### src/rtl/slot_arb_pkg.sv
package slot_arb_pkg;

    typedef enum logic [1:0] {
        RGN_FETCH  = 2'd0,
        RGN_MARGIN = 2'd1,
        RGN_IDLE   = 2'd2
    } region_e;

    typedef struct packed {
        logic [2:0] mode;
        logic       boost;
    } arb_cfg_t;

    // video takes every slot of the window
    function automatic logic mode_dense(input logic [2:0] m);
        return (m <= 3'd3);
    endfunction

    // character-row modes with the shorter display height
    function automatic logic mode_short(input logic [2:0] m);
        return (m == 3'd3) || (m >= 3'd6);
    endfunction

endpackage

### src/rtl/slot_timebase.sv
module slot_timebase #(
    parameter int SLOTS = 128,
    parameter int LINES = 312,
    localparam int SW = $clog2(SLOTS),
    localparam int LW = $clog2(LINES)
) (
    input  logic          clk,
    input  logic          rst_n,
    output logic [SW-1:0] slot,
    output logic [LW-1:0] line,
    output logic          line_end,
    output logic          frame_end
);
    localparam logic [SW-1:0] SLOT_LAST = SW'(SLOTS - 1);
    localparam logic [LW-1:0] LINE_LAST = LW'(LINES - 1);

    assign line_end  = (slot == SLOT_LAST);
    assign frame_end = line_end && (line == LINE_LAST);

    always_ff @(posedge clk) begin
        if (!rst_n) begin
            slot <= '0;
            line <= '0;
        end else if (line_end) begin
            slot <= '0;
            line <= frame_end ? '0 : line + 1'b1;
        end else begin
            slot <= slot + 1'b1;
        end
    end

endmodule

### src/rtl/region_fsm.sv
module region_fsm
    import slot_arb_pkg::*;
#(
    parameter int SLOTS        = 128,
    parameter int LINES        = 312,
    parameter int ACTIVE_SLOTS = 80,
    parameter int TALL_LINES   = 256,
    parameter int SHORT_LINES  = 192,
    localparam int SW = $clog2(SLOTS),
    localparam int LW = $clog2(LINES)
) (
    input  logic          clk,
    input  logic          rst_n,
    input  logic [SW-1:0] slot,
    input  logic [LW-1:0] line,
    input  logic          line_end,
    input  logic          frame_end,
    input  arb_cfg_t      cfg,
    output region_e       state,
    output logic          vid_grant,
    output logic          cpu_grant
);
    localparam logic [SW-1:0] ACT_LAST   = SW'(ACTIVE_SLOTS - 1);
    localparam logic [LW-1:0] TALL_LAST  = LW'(TALL_LINES - 1);
    localparam logic [LW-1:0] SHORT_LAST = LW'(SHORT_LINES - 1);

    region_e       state_n;
    logic [LW-1:0] disp_last;

    assign disp_last = mode_short(cfg.mode) ? SHORT_LAST : TALL_LAST;

    always_comb begin
        state_n = state;
        unique case (state)
            RGN_FETCH: begin
                if (slot == ACT_LAST) state_n = RGN_MARGIN;
            end
            RGN_MARGIN: begin
                if (frame_end)                          state_n = RGN_FETCH;
                else if (line_end && line == disp_last) state_n = RGN_IDLE;
                else if (line_end)                      state_n = RGN_FETCH;
            end
            RGN_IDLE: begin
                if (frame_end) state_n = RGN_FETCH;
            end
            default: state_n = RGN_FETCH;
        endcase
    end

    always_ff @(posedge clk) begin
        if (!rst_n) state <= RGN_FETCH;
        else        state <= state_n;
    end

    always_comb begin
        vid_grant = 1'b0;
        cpu_grant = 1'b0;
        unique case (state)
            RGN_FETCH: begin
                if (mode_dense(cfg.mode)) begin
                    vid_grant = 1'b1;
                end else begin
                    vid_grant = slot[0];
                    cpu_grant = ~slot[0];
                end
            end
            RGN_MARGIN, RGN_IDLE: begin
                cpu_grant = cfg.boost | ~slot[0];
            end
            default: begin
                vid_grant = 1'b0;
                cpu_grant = 1'b0;
            end
        endcase
    end

endmodule

### src/rtl/stall_tracker.sv
module stall_tracker (
    input  logic clk,
    input  logic rst_n,
    input  logic cpu_req,
    input  logic cpu_grant,
    output logic cpu_stall
);
    logic pend_q;

    assign cpu_stall = !cpu_grant && (cpu_req || pend_q);

    always_ff @(posedge clk) begin
        if (!rst_n) pend_q <= 1'b0;
        else        pend_q <= cpu_stall;
    end

endmodule

### src/rtl/frame_meter.sv
module frame_meter #(
    parameter int CW = 16
) (
    input  logic          clk,
    input  logic          rst_n,
    input  logic          vid_grant,
    input  logic          cpu_grant,
    input  logic          frame_end,
    output logic          frame_done,
    output logic [CW-1:0] cpu_total,
    output logic [CW-1:0] vid_total
);
    logic [CW-1:0] cpu_cnt;
    logic [CW-1:0] vid_cnt;
    logic [CW-1:0] cpu_next;
    logic [CW-1:0] vid_next;

    assign cpu_next = cpu_cnt + CW'(cpu_grant);
    assign vid_next = vid_cnt + CW'(vid_grant);

    always_ff @(posedge clk) begin
        if (!rst_n) begin
            cpu_cnt    <= '0;
            vid_cnt    <= '0;
            cpu_total  <= '0;
            vid_total  <= '0;
            frame_done <= 1'b0;
        end else if (frame_end) begin
            cpu_total  <= cpu_next;
            vid_total  <= vid_next;
            cpu_cnt    <= '0;
            vid_cnt    <= '0;
            frame_done <= 1'b1;
        end else begin
            cpu_cnt    <= cpu_next;
            vid_cnt    <= vid_next;
            frame_done <= 1'b0;
        end
    end

endmodule

### src/rtl/vram_slot_arbiter.sv
module vram_slot_arbiter
    import slot_arb_pkg::*;
#(
    parameter int SLOTS_PER_LINE  = 128,
    parameter int LINES_PER_FRAME = 312,
    parameter int ACTIVE_SLOTS    = 80,
    parameter int TALL_LINES      = 256,
    parameter int SHORT_LINES     = 192,
    localparam int SW = $clog2(SLOTS_PER_LINE),
    localparam int LW = $clog2(LINES_PER_FRAME),
    localparam int CW = $clog2(SLOTS_PER_LINE * LINES_PER_FRAME + 1)
) (
    input  logic          clk,
    input  logic          rst_n,
    input  logic [2:0]    mode_sel,
    input  logic          boost_en,
    input  logic          cpu_req,
    output logic          vid_grant,
    output logic          cpu_grant,
    output logic          cpu_stall,
    output logic [SW-1:0] slot_idx,
    output logic [LW-1:0] line_idx,
    output logic          frame_done,
    output logic [CW-1:0] cpu_frame_slots,
    output logic [CW-1:0] vid_frame_slots
);
    logic     line_end;
    logic     frame_end;
    arb_cfg_t cfg_q;
    region_e  region;

    // configuration is frozen for a whole frame
    always_ff @(posedge clk) begin
        if (!rst_n || frame_end) begin
            cfg_q.mode  <= mode_sel;
            cfg_q.boost <= boost_en;
        end
    end

    slot_timebase #(
        .SLOTS (SLOTS_PER_LINE),
        .LINES (LINES_PER_FRAME)
    ) u_timebase (
        .clk       (clk),
        .rst_n     (rst_n),
        .slot      (slot_idx),
        .line      (line_idx),
        .line_end  (line_end),
        .frame_end (frame_end)
    );

    region_fsm #(
        .SLOTS        (SLOTS_PER_LINE),
        .LINES        (LINES_PER_FRAME),
        .ACTIVE_SLOTS (ACTIVE_SLOTS),
        .TALL_LINES   (TALL_LINES),
        .SHORT_LINES  (SHORT_LINES)
    ) u_region (
        .clk       (clk),
        .rst_n     (rst_n),
        .slot      (slot_idx),
        .line      (line_idx),
        .line_end  (line_end),
        .frame_end (frame_end),
        .cfg       (cfg_q),
        .state     (region),
        .vid_grant (vid_grant),
        .cpu_grant (cpu_grant)
    );

    stall_tracker u_stall (
        .clk       (clk),
        .rst_n     (rst_n),
        .cpu_req   (cpu_req),
        .cpu_grant (cpu_grant),
        .cpu_stall (cpu_stall)
    );

    frame_meter #(
        .CW (CW)
    ) u_meter (
        .clk        (clk),
        .rst_n      (rst_n),
        .vid_grant  (vid_grant),
        .cpu_grant  (cpu_grant),
        .frame_end  (frame_end),
        .frame_done (frame_done),
        .cpu_total  (cpu_frame_slots),
        .vid_total  (vid_frame_slots)
    );

endmodule

### config.mk
export PLATFORM = sky130hd
export DESIGN_NAME = vram_slot_arbiter
export DESIGN_NICKNAME = d
export VERILOG_FILES = /design/src/rtl/slot_arb_pkg.sv /design/src/rtl/slot_timebase.sv /design/src/rtl/region_fsm.sv /design/src/rtl/stall_tracker.sv /design/src/rtl/frame_meter.sv /design/src/rtl/vram_slot_arbiter.sv
export SDC_FILE = /design/constraint.sdc
export NUM_CORES = 1
export LEC_CHECK = 0
export BUFFER_PORTS_ARGS = -buffer_cell sky130_fd_sc_hd__buf_4
export CORE_ASPECT_RATIO = 1.2
export CORE_UTILIZATION = 55
export DETAILED_ROUTE_END_ITERATION = 7
export GPL_TIMING_DRIVEN = 0
export HOLD_SLACK_MARGIN = 0.05
export MAX_ROUTING_LAYER = met4
export PLACE_DENSITY_LB_ADDON = 0.25
export SKIP_LAST_GASP = 1
export SYNTH_ARGS = -nofsm -noshare
export SYNTH_HDL_FRONTEND = slang
export SYNTH_SLANG_ARGS = --single-unit
### constraint.sdc
create_clock -name clk -period 5.14 [get_ports clk]
set_input_delay 0.514 -clock clk [delete_from_list [all_inputs] [get_ports clk]]
set_output_delay 0.514 -clock clk [all_outputs]
set_load 0.02 [all_outputs]
==> impl_metrics.sql <==
INSERT INTO impl_metrics (metric_group, metric, value, unit) VALUES
('status', 'status', 'complete, no violations', ''),
('yosys', 'synth-async-reset-ratio', '0', '%'),
('worst_setup_path', 'crit_path_top_delay_cell', 'sky130_fd_sc_hd__dfxtp_1', ''),
('cts', 'postCtsSetupRepairBufs', '0', ''),
('power_and_ir_drop', 'leakage', '1.67', 'nW'),
('grt', 'grt_util_all_layers', '24.1', '%'),
('worst_setup_path', 'worstPathMaxFanout', '4', ''),
('timing', 'fin_skew', '0.00864', 'ns'),
('worst_setup_path', 'cp_data_required_time', '5.36', 'ns'),
('routing', 'avgViaCountPerCell', '5.18', ''),
('worst_setup_path', 'timing.critical_path.slowest_cell_delay', '0.39', 'ns'),
('worst_setup_path', 'endpoint_kind', 'register', ''),
('worst_setup_path', 'worstSetupPathType', 'reg -> reg', ''),
('place', 'routabilityCongestion', '0.812', ''),
('timing', 'rsz0062_at_grt', 'false', ''),
('die', 'rows', '31', ''),
('cts', 'cts-htree-levels', '3', ''),
('routing', 'detail_route.first_pass.iterations', '4', ''),
('routing', 'postRouteWirelength', '7040', 'um'),
('worst_setup_path', 'cp_cell_sequence', 'inv_1 > ha_1 > a21oi_1 > o21ai_0 > nor2b_1 > ha_1 > ha_1 > inv_1 > nor3_1 > nand3_1 > xor2_1 > o21ai_0', ''),
('worst_setup_path', 'reg2reg_depth', '12', ''),
('timing', 'timing_worst_slew_pin_value', '0.506', 'ns'),
('yosys', 'synthesis.area', '3430', 'um2'),
('min_path', 'worst_hold_path.endpoint', 'cfg_q[2]$_DFFE_PP_', ''),
('worst_setup_path', 'timing.reg2reg.setup_slack', '2.38', 'ns'),
('grt', 'grt_pass1_wl', '11600', 'um'),
('timing', 'final_hold_viol_count', '0', ''),
('timing', 'finalCritPeriodShare', '53.7', '%'),
('timing', 'fin_hold_ws', '0.350', 'ns'),
('yosys', 'seq_area_frac_synth', '52.6', '%'),
('routing', 'ant_nets', '0', ''),
('cts', 'clockBufferDepth', '2', ''),
('cts', 'post_cts_resized', '0', ''),
('yosys', 'number_of_standard_cells_after_synthesis', '365', ''),
('worst_setup_path', 'start_kind', 'register', ''),
('place', 'place.port_buffers', '58', ''),
('die', 'boundaryPins', '59', ''),
('final_layout', 'layout-drive-gt1-share', '18.9', '%'),
('grt', 'grt_overflow', '0', ''),
('yosys', 'yosys_warnings', '0', ''),
('final_layout', 'antenna_diode_count', '0', ''),
('power_and_ir_drop', 'power_density', '292', 'nW/um2'),
('timing', 'timing.max_slew.rel_slack', '66.0', '%'),
('min_path', 'timing.hold.worst.start', 'mode_sel[1]', ''),
('die', 'chipHeight', '88.5', 'um'),
('yosys', 'synth_cell_types', '37', ''),
('cts', 'cts_made_buffers', '9', ''),
('cts', 'cts.hold.buffers_added', '0', ''),
('die', 'fp.dieArea', '6550', 'um2'),
('cts', 'cts_sinks', '88', ''),
('run', 'timing.max_cap.violations', '0', ''),
('worst_setup_path', 'worst_ep_arrival_time', '2.97', 'ns'),
('grt', 'vias_in_the_first_global_route', '2582', ''),
('yosys', 'synth-seq-cells', '88', ''),
('yosys', 'postSynthAreaPerCell', '9.39', 'um2'),
('die', 'initial_utilization', '57.0', '%'),
('final_layout', 'area.growth.synth_to_final', '21.1', '%'),
('cts', 'clk_latency', '0.35', 'ns'),
('grt', 'antenna_violations_before_repair', '0', ''),
('cts', 'tritoncts', 'done', ''),
('routing', 'remaining_drc_errors', '0', ''),
('grt', 'grt_start_max_net_pins', '14', ''),
('worst_setup_path', 'critical-path-top-cell-by-count', 'sky130_fd_sc_hd__ha_1', ''),
('min_path', 'min_path_type', 'in -> reg', ''),
('place', 'detailed_place_hpwl', '5150', 'um'),
('routing', 'wire_per_inst', '13.5', 'um'),
('place', 'post_dp_cell_area', '3960', 'um2'),
('cts', 'clk_transition_reported_paths', '0.08', 'ns'),
('routing', 'dr.first_iter.drc_count', '99', ''),
('timing', 'timing.final.crit_period', '2.76', 'ns'),
('place', 'place_ws', '2.42', 'ns');
cell families (layout without fill, tap and decap cells):
group                    Yosys count  after routing  share of synthesized area [%]
XOR/XNOR                          40             40                           10.2
buffers and inverters             19             92                           2.48
adder cells (fa/ha/maj)           11             11                           4.02
flip-flops                        88             88                           52.6
AND/OR/NAND/NOR                  162            162                           22.9
multiplexers                       2              2                          0.584
AO/OA/AOI/OAI                     43             43                           7.23
cell usage after synthesis (2+ instances only):
library cell               number  area (um2)
sky130_fd_sc_hd__o21ai_0       31         155
sky130_fd_sc_hd__nand4_1       12        75.1
sky130_fd_sc_hd__edfxtp_1       4         120
sky130_fd_sc_hd__nor3_1         4        20.0
sky130_fd_sc_hd__a21boi_0       2        15.0
sky130_fd_sc_hd__nand3_1       18        90.1
sky130_fd_sc_hd__xnor2_1       14         123
sky130_fd_sc_hd__and4_1         3        26.3
sky130_fd_sc_hd__nor2_1        48         180
sky130_fd_sc_hd__a21oi_1        3        15.0
sky130_fd_sc_hd__nand2b_1       2        12.5
sky130_fd_sc_hd__nand2_1       47         176
sky130_fd_sc_hd__nor2b_1        4        25.0
sky130_fd_sc_hd__a22o_1         4        35.0
sky130_fd_sc_hd__inv_1          7        26.3
sky130_fd_sc_hd__mux2i_1        2        20.0
sky130_fd_sc_hd__and3_1         6        37.5
sky130_fd_sc_hd__and2_1         9        56.3
sky130_fd_sc_hd__ha_1          11         138
sky130_fd_sc_hd__buf_2          5        25.0
sky130_fd_sc_hd__xor2_1        26         228
sky130_fd_sc_hd__clkbuf_1       5        18.8
sky130_fd_sc_hd__dfxtp_1       84        1680
cell usage in the layout (no fill, tap or decap), types with 3 or more instances in the layout:
cell / count
sky130_fd_sc_hd__a21oi_1: 3
sky130_fd_sc_hd__a22o_1: 4
sky130_fd_sc_hd__and2_1: 9
sky130_fd_sc_hd__and3_1: 6
sky130_fd_sc_hd__and4_1: 3
sky130_fd_sc_hd__buf_2: 5
sky130_fd_sc_hd__buf_4: 58
sky130_fd_sc_hd__clkbuf_1: 7
sky130_fd_sc_hd__clkbuf_8: 10
sky130_fd_sc_hd__dfxtp_1: 84
sky130_fd_sc_hd__edfxtp_1: 4
sky130_fd_sc_hd__ha_1: 11
sky130_fd_sc_hd__inv_1: 7
sky130_fd_sc_hd__nand2_1: 47
sky130_fd_sc_hd__nand3_1: 18
sky130_fd_sc_hd__nand4_1: 12
sky130_fd_sc_hd__nor2_1: 48
sky130_fd_sc_hd__nor2b_1: 4
sky130_fd_sc_hd__nor3_1: 4
sky130_fd_sc_hd__o21ai_0: 31
sky130_fd_sc_hd__xnor2_1: 14
sky130_fd_sc_hd__xor2_1: 26
where the power goes:
part	internal (mW)	switching (mW)	total, mW
sequential	0.696	0.00664	0.702
combinational	0.0199	0.0301	0.0499
clock	0.235	0.224	0.460
total	0.951	0.261	1.21
how the worst max path moves through the flow:
stage | startpoint | end | slack [ns] | depth (start not counted)
after global routing | u_region.state[1]$_SDFFE_PN0P_ | u_meter.cpu_total[10]$_SDFFE_PN0P_ | 2.00 | 12
after detailed placement | u_region.state[1]$_SDFFE_PN0P_ | u_meter.cpu_total[14]$_SDFFE_PN0P_ | 2.42 | 12
final | u_region.state[0]$_SDFFE_PN0P_ | u_meter.cpu_total[14]$_SDFFE_PN0P_ | 2.38 | 12
after global placement | u_region.state[0]$_SDFFE_PN0P_ | u_meter.cpu_total[14]$_SDFFE_PN0P_ | 2.47 | 12
after floorplan | u_region.state[0]$_SDFFE_PN0P_ | u_meter.cpu_total[14]$_SDFFE_PN0P_ | 2.57 | 12
after CTS | u_region.state[0]$_SDFFE_PN0P_ | u_meter.cpu_total[14]$_SDFFE_PN0P_ | 2.35 | 12
stage by stage:
stage / utilization [%] / std cells
after global routing: 69.0 / 520
after CTS: 69.0 / 520
after floorplan: - / 365
final: 69.0 / 520
after global placement: 65.9 / 505
after detailed placement: 65.9 / 505
cell type report:
| type | instances | area (um2) | area share (%) |
|---|---|---|---|
| flip-flops and latches | 88 | 1800 | 43.4 |
| clock inverters | 3 | 41.3 | 0.995 |
| repair buffers | 58 | 435 | 10.5 |
| well taps | 82 | 103 | 2.47 |
| multi-input cells | 258 | 1540 | 37.1 |
| clock buffers | 12 | 145 | 3.50 |
| plain buffers | 11 | 55.1 | 1.33 |
| inverters | 8 | 30.0 | 0.724 |
critical path: cells and delay by family, from the launching register on:
family          cells  cell delay [ns]
compound gates      3             0.30
simple gates        3             0.78
fa+ha+maj           3             0.80
buf+inv             2             0.17
xor+xnor            1             0.19
flops               1             0.39
layer usage:
metal / up-vias / wire (um) / track usage, %
li1: 1370 / - / -
met1: 1269 / 3160 / 27.6
met2: 44 / 3570 / 41.2
met3: 10 / 217 / 4.78
met4: 0 / 85 / 9.44
met5: - / 0 / -
flip-flops by register name, indices dropped and copies added (netlist names):
| name | count |
|---|---|
| cfg_q | 4 |
| u_meter.cpu_cnt | 16 |
| u_meter.cpu_total | 16 |
| u_meter.frame_done | 1 |
| u_meter.vid_cnt | 16 |
| u_meter.vid_total | 16 |
| u_region.state | 2 |
| u_stall.pend_q | 1 |
| u_timebase.line | 9 |
| u_timebase.slot | 7 |
Note: power is estimated with default switching activity, not from simulation.
